===== config.mk =====
export PLATFORM = sky130hd
export DESIGN_NAME = rail_sequencer
export DESIGN_NICKNAME = d
export VERILOG_FILES = /design/src/rtl/rail_seq_pkg.sv /design/src/rtl/rail_seq_timer.sv /design/src/rtl/rail_seq_guard.sv /design/src/rtl/rail_sequencer.sv
export SDC_FILE = /design/constraint.sdc
export NUM_CORES = 1
export LEC_CHECK = 0
export CAP_MARGIN = 30
export CORE_MARGIN = 4
export CORE_UTILIZATION = 58
export DETAILED_ROUTE_END_ITERATION = 16
export PLACE_DENSITY_LB_ADDON = 0.05
export SLEW_MARGIN = 20
export SYNTH_ARGS = -nofsm -noshare
export SYNTH_HDL_FRONTEND = slang
export SYNTH_SLANG_ARGS = --single-unit

===== constraint.sdc =====
create_clock -name clk -period 2.7 [get_ports clk]
set_input_delay 0.405 -clock clk [delete_from_list [all_inputs] [get_ports clk]]
set_output_delay 0.405 -clock clk [all_outputs]
set_load 0.005 [all_outputs]

===== src/rtl/rail_seq_pkg.sv =====
package rail_seq_pkg;

  typedef enum logic [2:0] {
    ST_OFF  = 3'd0,
    ST_WAIT = 3'd1,
    ST_POR  = 3'd2,
    ST_RDY  = 3'd3,
    ST_DOWN = 3'd4,
    ST_HOLD = 3'd5
  } seq_st_e;

  localparam logic [2:0] CODE_OFF  = 3'd0;
  localparam logic [2:0] CODE_POR  = 3'd4;
  localparam logic [2:0] CODE_RDY  = 3'd5;
  localparam logic [2:0] CODE_DOWN = 3'd6;
  localparam logic [2:0] CODE_HOLD = 3'd7;

  // Two consecutive rails share one visible step code.
  function automatic logic [2:0] step_code(input int unsigned idx);
    if (idx >= 4) return 3'd3;
    else if (idx >= 2) return 3'd2;
    else return 3'd1;
  endfunction

  // Index of the highest set bit (0 when the mask is empty).
  function automatic int unsigned top_rail(input logic [31:0] mask);
    int unsigned r;
    r = 0;
    for (int i = 0; i < 32; i++) begin
      if (mask[i]) r = i;
    end
    return r;
  endfunction

  function automatic int unsigned max2(input int unsigned a, input int unsigned b);
    return (a > b) ? a : b;
  endfunction

endpackage


===== src/rtl/rail_seq_timer.sv =====
module rail_seq_timer #(
  parameter int unsigned CW = 8
) (
  input  logic          clk,
  input  logic          rst_n,
  input  logic          clr_i,
  input  logic [CW-1:0] limit_i,
  output logic          hit_o
);
  logic [CW-1:0] cnt_q;

  always_ff @(posedge clk or negedge rst_n) begin
    if (!rst_n) cnt_q <= '0;
    else if (clr_i) cnt_q <= '0;
    else if (cnt_q != {CW{1'b1}}) cnt_q <= cnt_q + 1'b1;
  end

  assign hit_o = (cnt_q == limit_i - 1'b1);
endmodule


===== src/rtl/rail_seq_guard.sv =====
module rail_seq_guard #(
  parameter int unsigned N = 6
) (
  input  logic [N-1:0] pg_i,
  input  logic [N-1:0] conf_i,
  input  logic         armed_i,
  output logic         fault_o
);
  logic [N-1:0] lost;

  for (genvar g = 0; g < N; g++) begin : g_lost
    assign lost[g] = conf_i[g] & ~pg_i[g];
  end

  assign fault_o = armed_i & (|lost);
endmodule


===== src/rtl/rail_sequencer.sv =====
module rail_sequencer
  import rail_seq_pkg::*;
#(
  parameter int unsigned N_RAILS     = 6,
  parameter int unsigned TIMEOUT_CYC = 1000,
  parameter int unsigned POR_DLY     = 200,
  parameter int unsigned DOWN_DLY    = 50,
  parameter int unsigned HOLD_CYC    = 500
) (
  input  logic               clk,
  input  logic               rst_n,
  input  logic [N_RAILS-1:0] pg_i,
  output logic [N_RAILS-1:0] en_o,
  output logic               por_n_o,
  output logic               carrier_pg_o,
  output logic [2:0]         state_o
);
  localparam int unsigned CNT_MAX = max2(max2(TIMEOUT_CYC, POR_DLY), max2(DOWN_DLY, HOLD_CYC));
  localparam int unsigned CW      = $clog2(CNT_MAX + 1);
  localparam int unsigned IW      = (N_RAILS > 1) ? $clog2(N_RAILS) : 1;
  localparam logic [N_RAILS-1:0] ONE = N_RAILS'(1);

  seq_st_e            st_q, st_d;
  logic [IW-1:0]      idx_q, idx_d;
  logic [N_RAILS-1:0] en_q, en_d, conf_q, conf_d, en_less;
  logic [CW-1:0]      lim;
  logic               tmr_clr, tmr_hit, armed, cur_pg, last_step;

  // Named internal events, observed by the checker.
  logic fault_evt, step_done, tmo_evt, down_step;

  assign armed     = (st_q == ST_WAIT) || (st_q == ST_POR) || (st_q == ST_RDY);
  assign cur_pg    = pg_i[idx_q];
  assign last_step = (idx_q == IW'(N_RAILS - 1));
  assign step_done = (st_q == ST_WAIT) && cur_pg && !fault_evt;
  assign tmo_evt   = (st_q == ST_WAIT) && !cur_pg && tmr_hit && !fault_evt;
  assign down_step = (st_q == ST_DOWN) && tmr_hit;
  assign en_less   = en_q & ~(ONE << top_rail(32'(en_q)));

  rail_seq_guard #(.N(N_RAILS)) u_guard (
    .pg_i    (pg_i),
    .conf_i  (conf_q),
    .armed_i (armed),
    .fault_o (fault_evt)
  );

  always_comb begin
    case (st_q)
      ST_WAIT: lim = CW'(TIMEOUT_CYC);
      ST_POR:  lim = CW'(POR_DLY);
      ST_DOWN: lim = CW'(DOWN_DLY);
      ST_HOLD: lim = CW'(HOLD_CYC);
      default: lim = CW'(1);
    endcase
  end

  rail_seq_timer #(.CW(CW)) u_timer (
    .clk     (clk),
    .rst_n   (rst_n),
    .clr_i   (tmr_clr),
    .limit_i (lim),
    .hit_o   (tmr_hit)
  );

  always_comb begin
    st_d   = st_q;
    idx_d  = idx_q;
    en_d   = en_q;
    conf_d = conf_q;
    case (st_q)
      ST_OFF: begin
        st_d   = ST_WAIT;
        idx_d  = '0;
        en_d   = ONE;
        conf_d = '0;
      end
      ST_WAIT: begin
        if (fault_evt || tmo_evt) begin
          st_d   = ST_DOWN;
          conf_d = '0;
        end else if (step_done) begin
          conf_d = conf_q | (ONE << idx_q);
          if (last_step) begin
            st_d = ST_POR;
          end else begin
            idx_d = idx_q + 1'b1;
            en_d  = en_q | (ONE << (idx_q + 1'b1));
          end
        end
      end
      ST_POR: begin
        if (fault_evt) begin
          st_d   = ST_DOWN;
          conf_d = '0;
        end else if (tmr_hit) begin
          st_d = ST_RDY;
        end
      end
      ST_RDY: begin
        if (fault_evt) begin
          st_d   = ST_DOWN;
          conf_d = '0;
        end
      end
      ST_DOWN: begin
        if (en_q == '0) begin
          st_d = ST_HOLD;
        end else if (down_step) begin
          en_d = en_less;
          if (en_less == '0) st_d = ST_HOLD;
        end
      end
      ST_HOLD: begin
        en_d = '0;
        if (tmr_hit) st_d = ST_OFF;
      end
      default: st_d = ST_OFF;
    endcase
  end

  assign tmr_clr = (st_d != st_q) || down_step || step_done;

  always_ff @(posedge clk or negedge rst_n) begin
    if (!rst_n) begin
      st_q   <= ST_OFF;
      idx_q  <= '0;
      en_q   <= '0;
      conf_q <= '0;
    end else begin
      st_q   <= st_d;
      idx_q  <= idx_d;
      en_q   <= en_d;
      conf_q <= conf_d;
    end
  end

  always_comb begin
    case (st_q)
      ST_WAIT: state_o = step_code(32'(idx_q));
      ST_POR:  state_o = CODE_POR;
      ST_RDY:  state_o = CODE_RDY;
      ST_DOWN: state_o = CODE_DOWN;
      ST_HOLD: state_o = CODE_HOLD;
      default: state_o = CODE_OFF;
    endcase
  end

  assign en_o         = en_q;
  assign por_n_o      = (st_q == ST_RDY);
  assign carrier_pg_o = (st_q == ST_RDY);
endmodule


==> results.json <==
{
  "cp_slowest_cell": "or4_2",
  "r2r_cells": 8,
  "num_rows": 22,
  "drc": 0,
  "start_util_pct": 59.8,
  "gp_congestion": 0.932,
  "min_from": "conf_q[1]$_DFFE_PN0P_",
  "r2r_start": "st_q[2]$_DFF_PN0_",
  "peakVddDrop_mv": 0.580,
  "grt_pass1_vias": 1873,
  "dpl.hpwl_mm": 3.76,
  "diodes": 0,
  "cts_root_buf": "clkbuf_8",
  "coreArea_um2": 3660,
  "via_per_inst": 6.15,
  "wl_mm": 5.10,
  "path_max_fanout": 12,
  "ys.warnings.count": 0,
  "min_period_ps": 2570,
  "finalSetupViolCount": 0,
  "die_y_um": 69.4,
  "synth_largest_area_cell": "dfrtp_1",
  "drive_above_1_share_pct": 14.7,
  "cts_tree": "done",
  "vias": 2006,
  "fin_nets": 296,
  "fin_area_um2": 2490,
  "crit_family": "compound AO/OA/AOI/OAI gates",
  "area_growth_pct": 13.9,
  "outcome": "complete, no violations",
  "num_io_pins": 19,
  "end_kind": "flop",
  "cp.required_ps": 2930,
  "critical_path.cell_chain": "buf_4, nand2_1, or4_2, nand4_1, o211ai_2, a31o_1, a2111oi_1, o21a_1",
  "powerDensity_nw_per_um2": 1010,
  "p_leak_nw": 1.10,
  "hold_end": "conf_q[1]$_DFFE_PN0P_",
  "dieArea_um2": 4820,
  "async_flop_share_pct": 100,
  "first_iter_violations": 147,
  "drtPass1Iterations": 4,
  "clock_latency_ps": 280,
  "antenna_found_initial": 0,
  "hold_violations": 0,
  "synth_common_cells": "dfrtp_1, a21oi_1, nand2_1, nor2_1, inv_1",
  "start_kind": "flop",
  "worst_slew_pin_slew_ps": 484,
  "htree_levels": 1,
  "critPathBufInv": 1,
  "min_period_over_period_pct": 95.1,
  "yosysMostFrequentCell": "dfrtp_1",
  "netlist_area_um2": 2190,
  "crit_type": "reg -> reg",
  "worst-endpoint-arrival_ps": 2790,
  "setup_tns_ps": 0,
  "placement.io_buffers": 18,
  "synth_top_cells_by_area": "dfrtp_1, a21oi_1, ha_1",
  "hold_class": "reg -> reg",
  "skew_ps": 10.6,
  "synth_top_area_share_pct": 32.0,
  "die_w_um": 69.4,
  "syn_nets": 267,
  "clk_path_buf_depth": 2,
  "regToRegEndpoint": "conf_q[4]$_DFFE_PN0P_",
  "regToRegSetupSlack_ps": 130,
  "clkTransAtPathRegs_ps": 100,
  "drv_slew": 0,
  "synth-seq-cells": 28,
  "whs_path_depth": 1,
  "synth-edff-count": 0,
  "syn_inst": 251,
  "clkSinkCount": 28,
  "fmax_mhz": 389,
  "yosysSeqAreaShare_pct": 32.0,
  "slowest_delay_ps": 550,
  "grt-ovfl-total": 0,
  "ant_nets": 0,
  "syn_avg_cell_area_um2": 8.72,
  "maxCapViolCount": 0,
  "postCtsHoldBufs": 0,
  "grt.total_usage_pct": 21.4,
  "numCtsBuffers": 3,
  "synth_flop_cell": "dfrtp_1",
  "max_slew_margin_pct": 67.6,
  "ys_types": 64,
  "dpl_cell_area_um2": 2440,
  "grt_max_degree": 29,
  "grt_first_pass_wirelength_mm": 8.66,
  "rsz0062_at_grt": "no",
  "wl_per_cell_um": 15.6
}
## stage by stage
| step | util, % | hold WS (ps) | power [W] | cells | setup WS, ps |
|---|---|---|---|---|---|
| 2_1_floorplan | - | 109 | 0.00181 | 251 | 313 |
| 3_3_place_gp | 66.6 | 474 | 0.00222 | 322 | 69.0 |
| 3_5_place_dp | 66.6 | 483 | 0.00224 | 322 | 41.6 |
| 4_1_cts | 67.8 | 508 | 0.00248 | 325 | 50.1 |
| 5_1_grt | 68.1 | 526 | 0.00272 | 326 | 9.31 |
| 6_report | 68.1 | 504 | 0.00251 | 326 | 132 |
## cells in the final DEF, fill, tap and decap left out, types with 2 or more instances in the layout
master / n
dfrtp_1: 27
ha_1: 8
buf_4: 20
a2111oi_1: 2
or2b_2: 2
xor2_1: 4
nor4_1: 2
xnor2_1: 2
o21a_1: 7
nand2_1: 19
a221oi_1: 2
nand3_1: 7
a2111oi_0: 2
nand2b_1: 6
and3_1: 2
o211ai_1: 2
a211o_1: 2
a21boi_0: 2
a21oi_1: 27
nor2_1: 18
clkbuf_8: 3
o21ai_0: 12
or3_1: 2
nand4_1: 4
a31oi_1: 4
nor3_1: 7
clkdlybuf4s50_1: 18
o31ai_1: 3
or2_2: 4
inv_1: 14
o22ai_1: 5
a21o_1: 3
nor4b_1: 2
mux2i_1: 2
nor3b_1: 3
## worst max-delay path by stage
stage	from	slack (ps)	cells past startpoint	endpoint
2_1_floorplan	u_timer.cnt_q[0]$_DFFE_PN0P_	310	8	conf_q[0]$_DFFE_PN0P_
3_3_place_gp	pg_i[4]	70	8	u_timer.cnt_q[6]$_DFFE_PN0P_
3_5_place_dp	pg_i[1]	40	8	u_timer.cnt_q[9]$_DFFE_PN0P_
4_1_cts	st_q[2]$_DFF_PN0_	50	9	u_timer.cnt_q[9]$_DFFE_PN0P_
5_1_grt	st_q[2]$_DFF_PN0_	9	8	conf_q[2]$_DFFE_PN0P_
6_report	st_q[2]$_DFF_PN0_	130	8	conf_q[4]$_DFFE_PN0P_
## registers in the layout, summed over array words and instances (netlist names)
signal,count
u_timer.cnt_q,10
en_o,6
conf_q,6
st_q,3
idx_q,3
## metal layers
layer	vias up	track usage (%)	wire length [um]
met5	-	0	0
met4	0	3.69	17
met3	2	2.75	262
met2	54	33.2	2310
met1	967	32.2	2510
li1	983	-	-
## logic make-up after synthesis
| logic type | count (synthesis) | synth area share (%) |
|---|---|---|
| flops | 28 | 32.0 |
| compound gates | 88 | 27.7 |
| fa+ha+maj | 8 | 4.57 |
| xor+xnor | 6 | 2.40 |
| buf+inv | 29 | 8.58 |
| simple gates | 88 | 22.1 |
| mux | 4 | 2.63 |
## power breakdown
part	internal (W)	total [W]	switching [W]	leakage (nW)
clock	0.000100	0.000235	0.000134	0.0216
combinational	0.000725	0.00162	0.000893	0.708
sequential	0.000526	0.000658	0.000131	0.366
total	0.00135	0.00251	0.00116	1.10
## worst reg2reg max path, cell delays in order (launching register included)
cell,delay (ps)
dfrtp_1,440
buf_4,220
nand2_1,90
or4_2,550
nand4_1,150
o211ai_2,100
a31o_1,290
a2111oi_1,500
o21a_1,170
## area by class of cell
class / instances / area, um^2
Tap cell: 48 / 60.1
Multi-Input combinational cell: 194 / 1300
Clock buffer: 3 / 41.3
Inverter: 15 / 56.3
Fill cell: 312 / 1170
Sequential cell: 28 / 702
Timing Repair Buffer: 38 / 330
## what timing repair did
item,in CTS,in global routing
resized for setup,0,3
buffers inserted,0,1
endpoints found under the setup margin,0,12
Power figures use the tool's default switching activity.
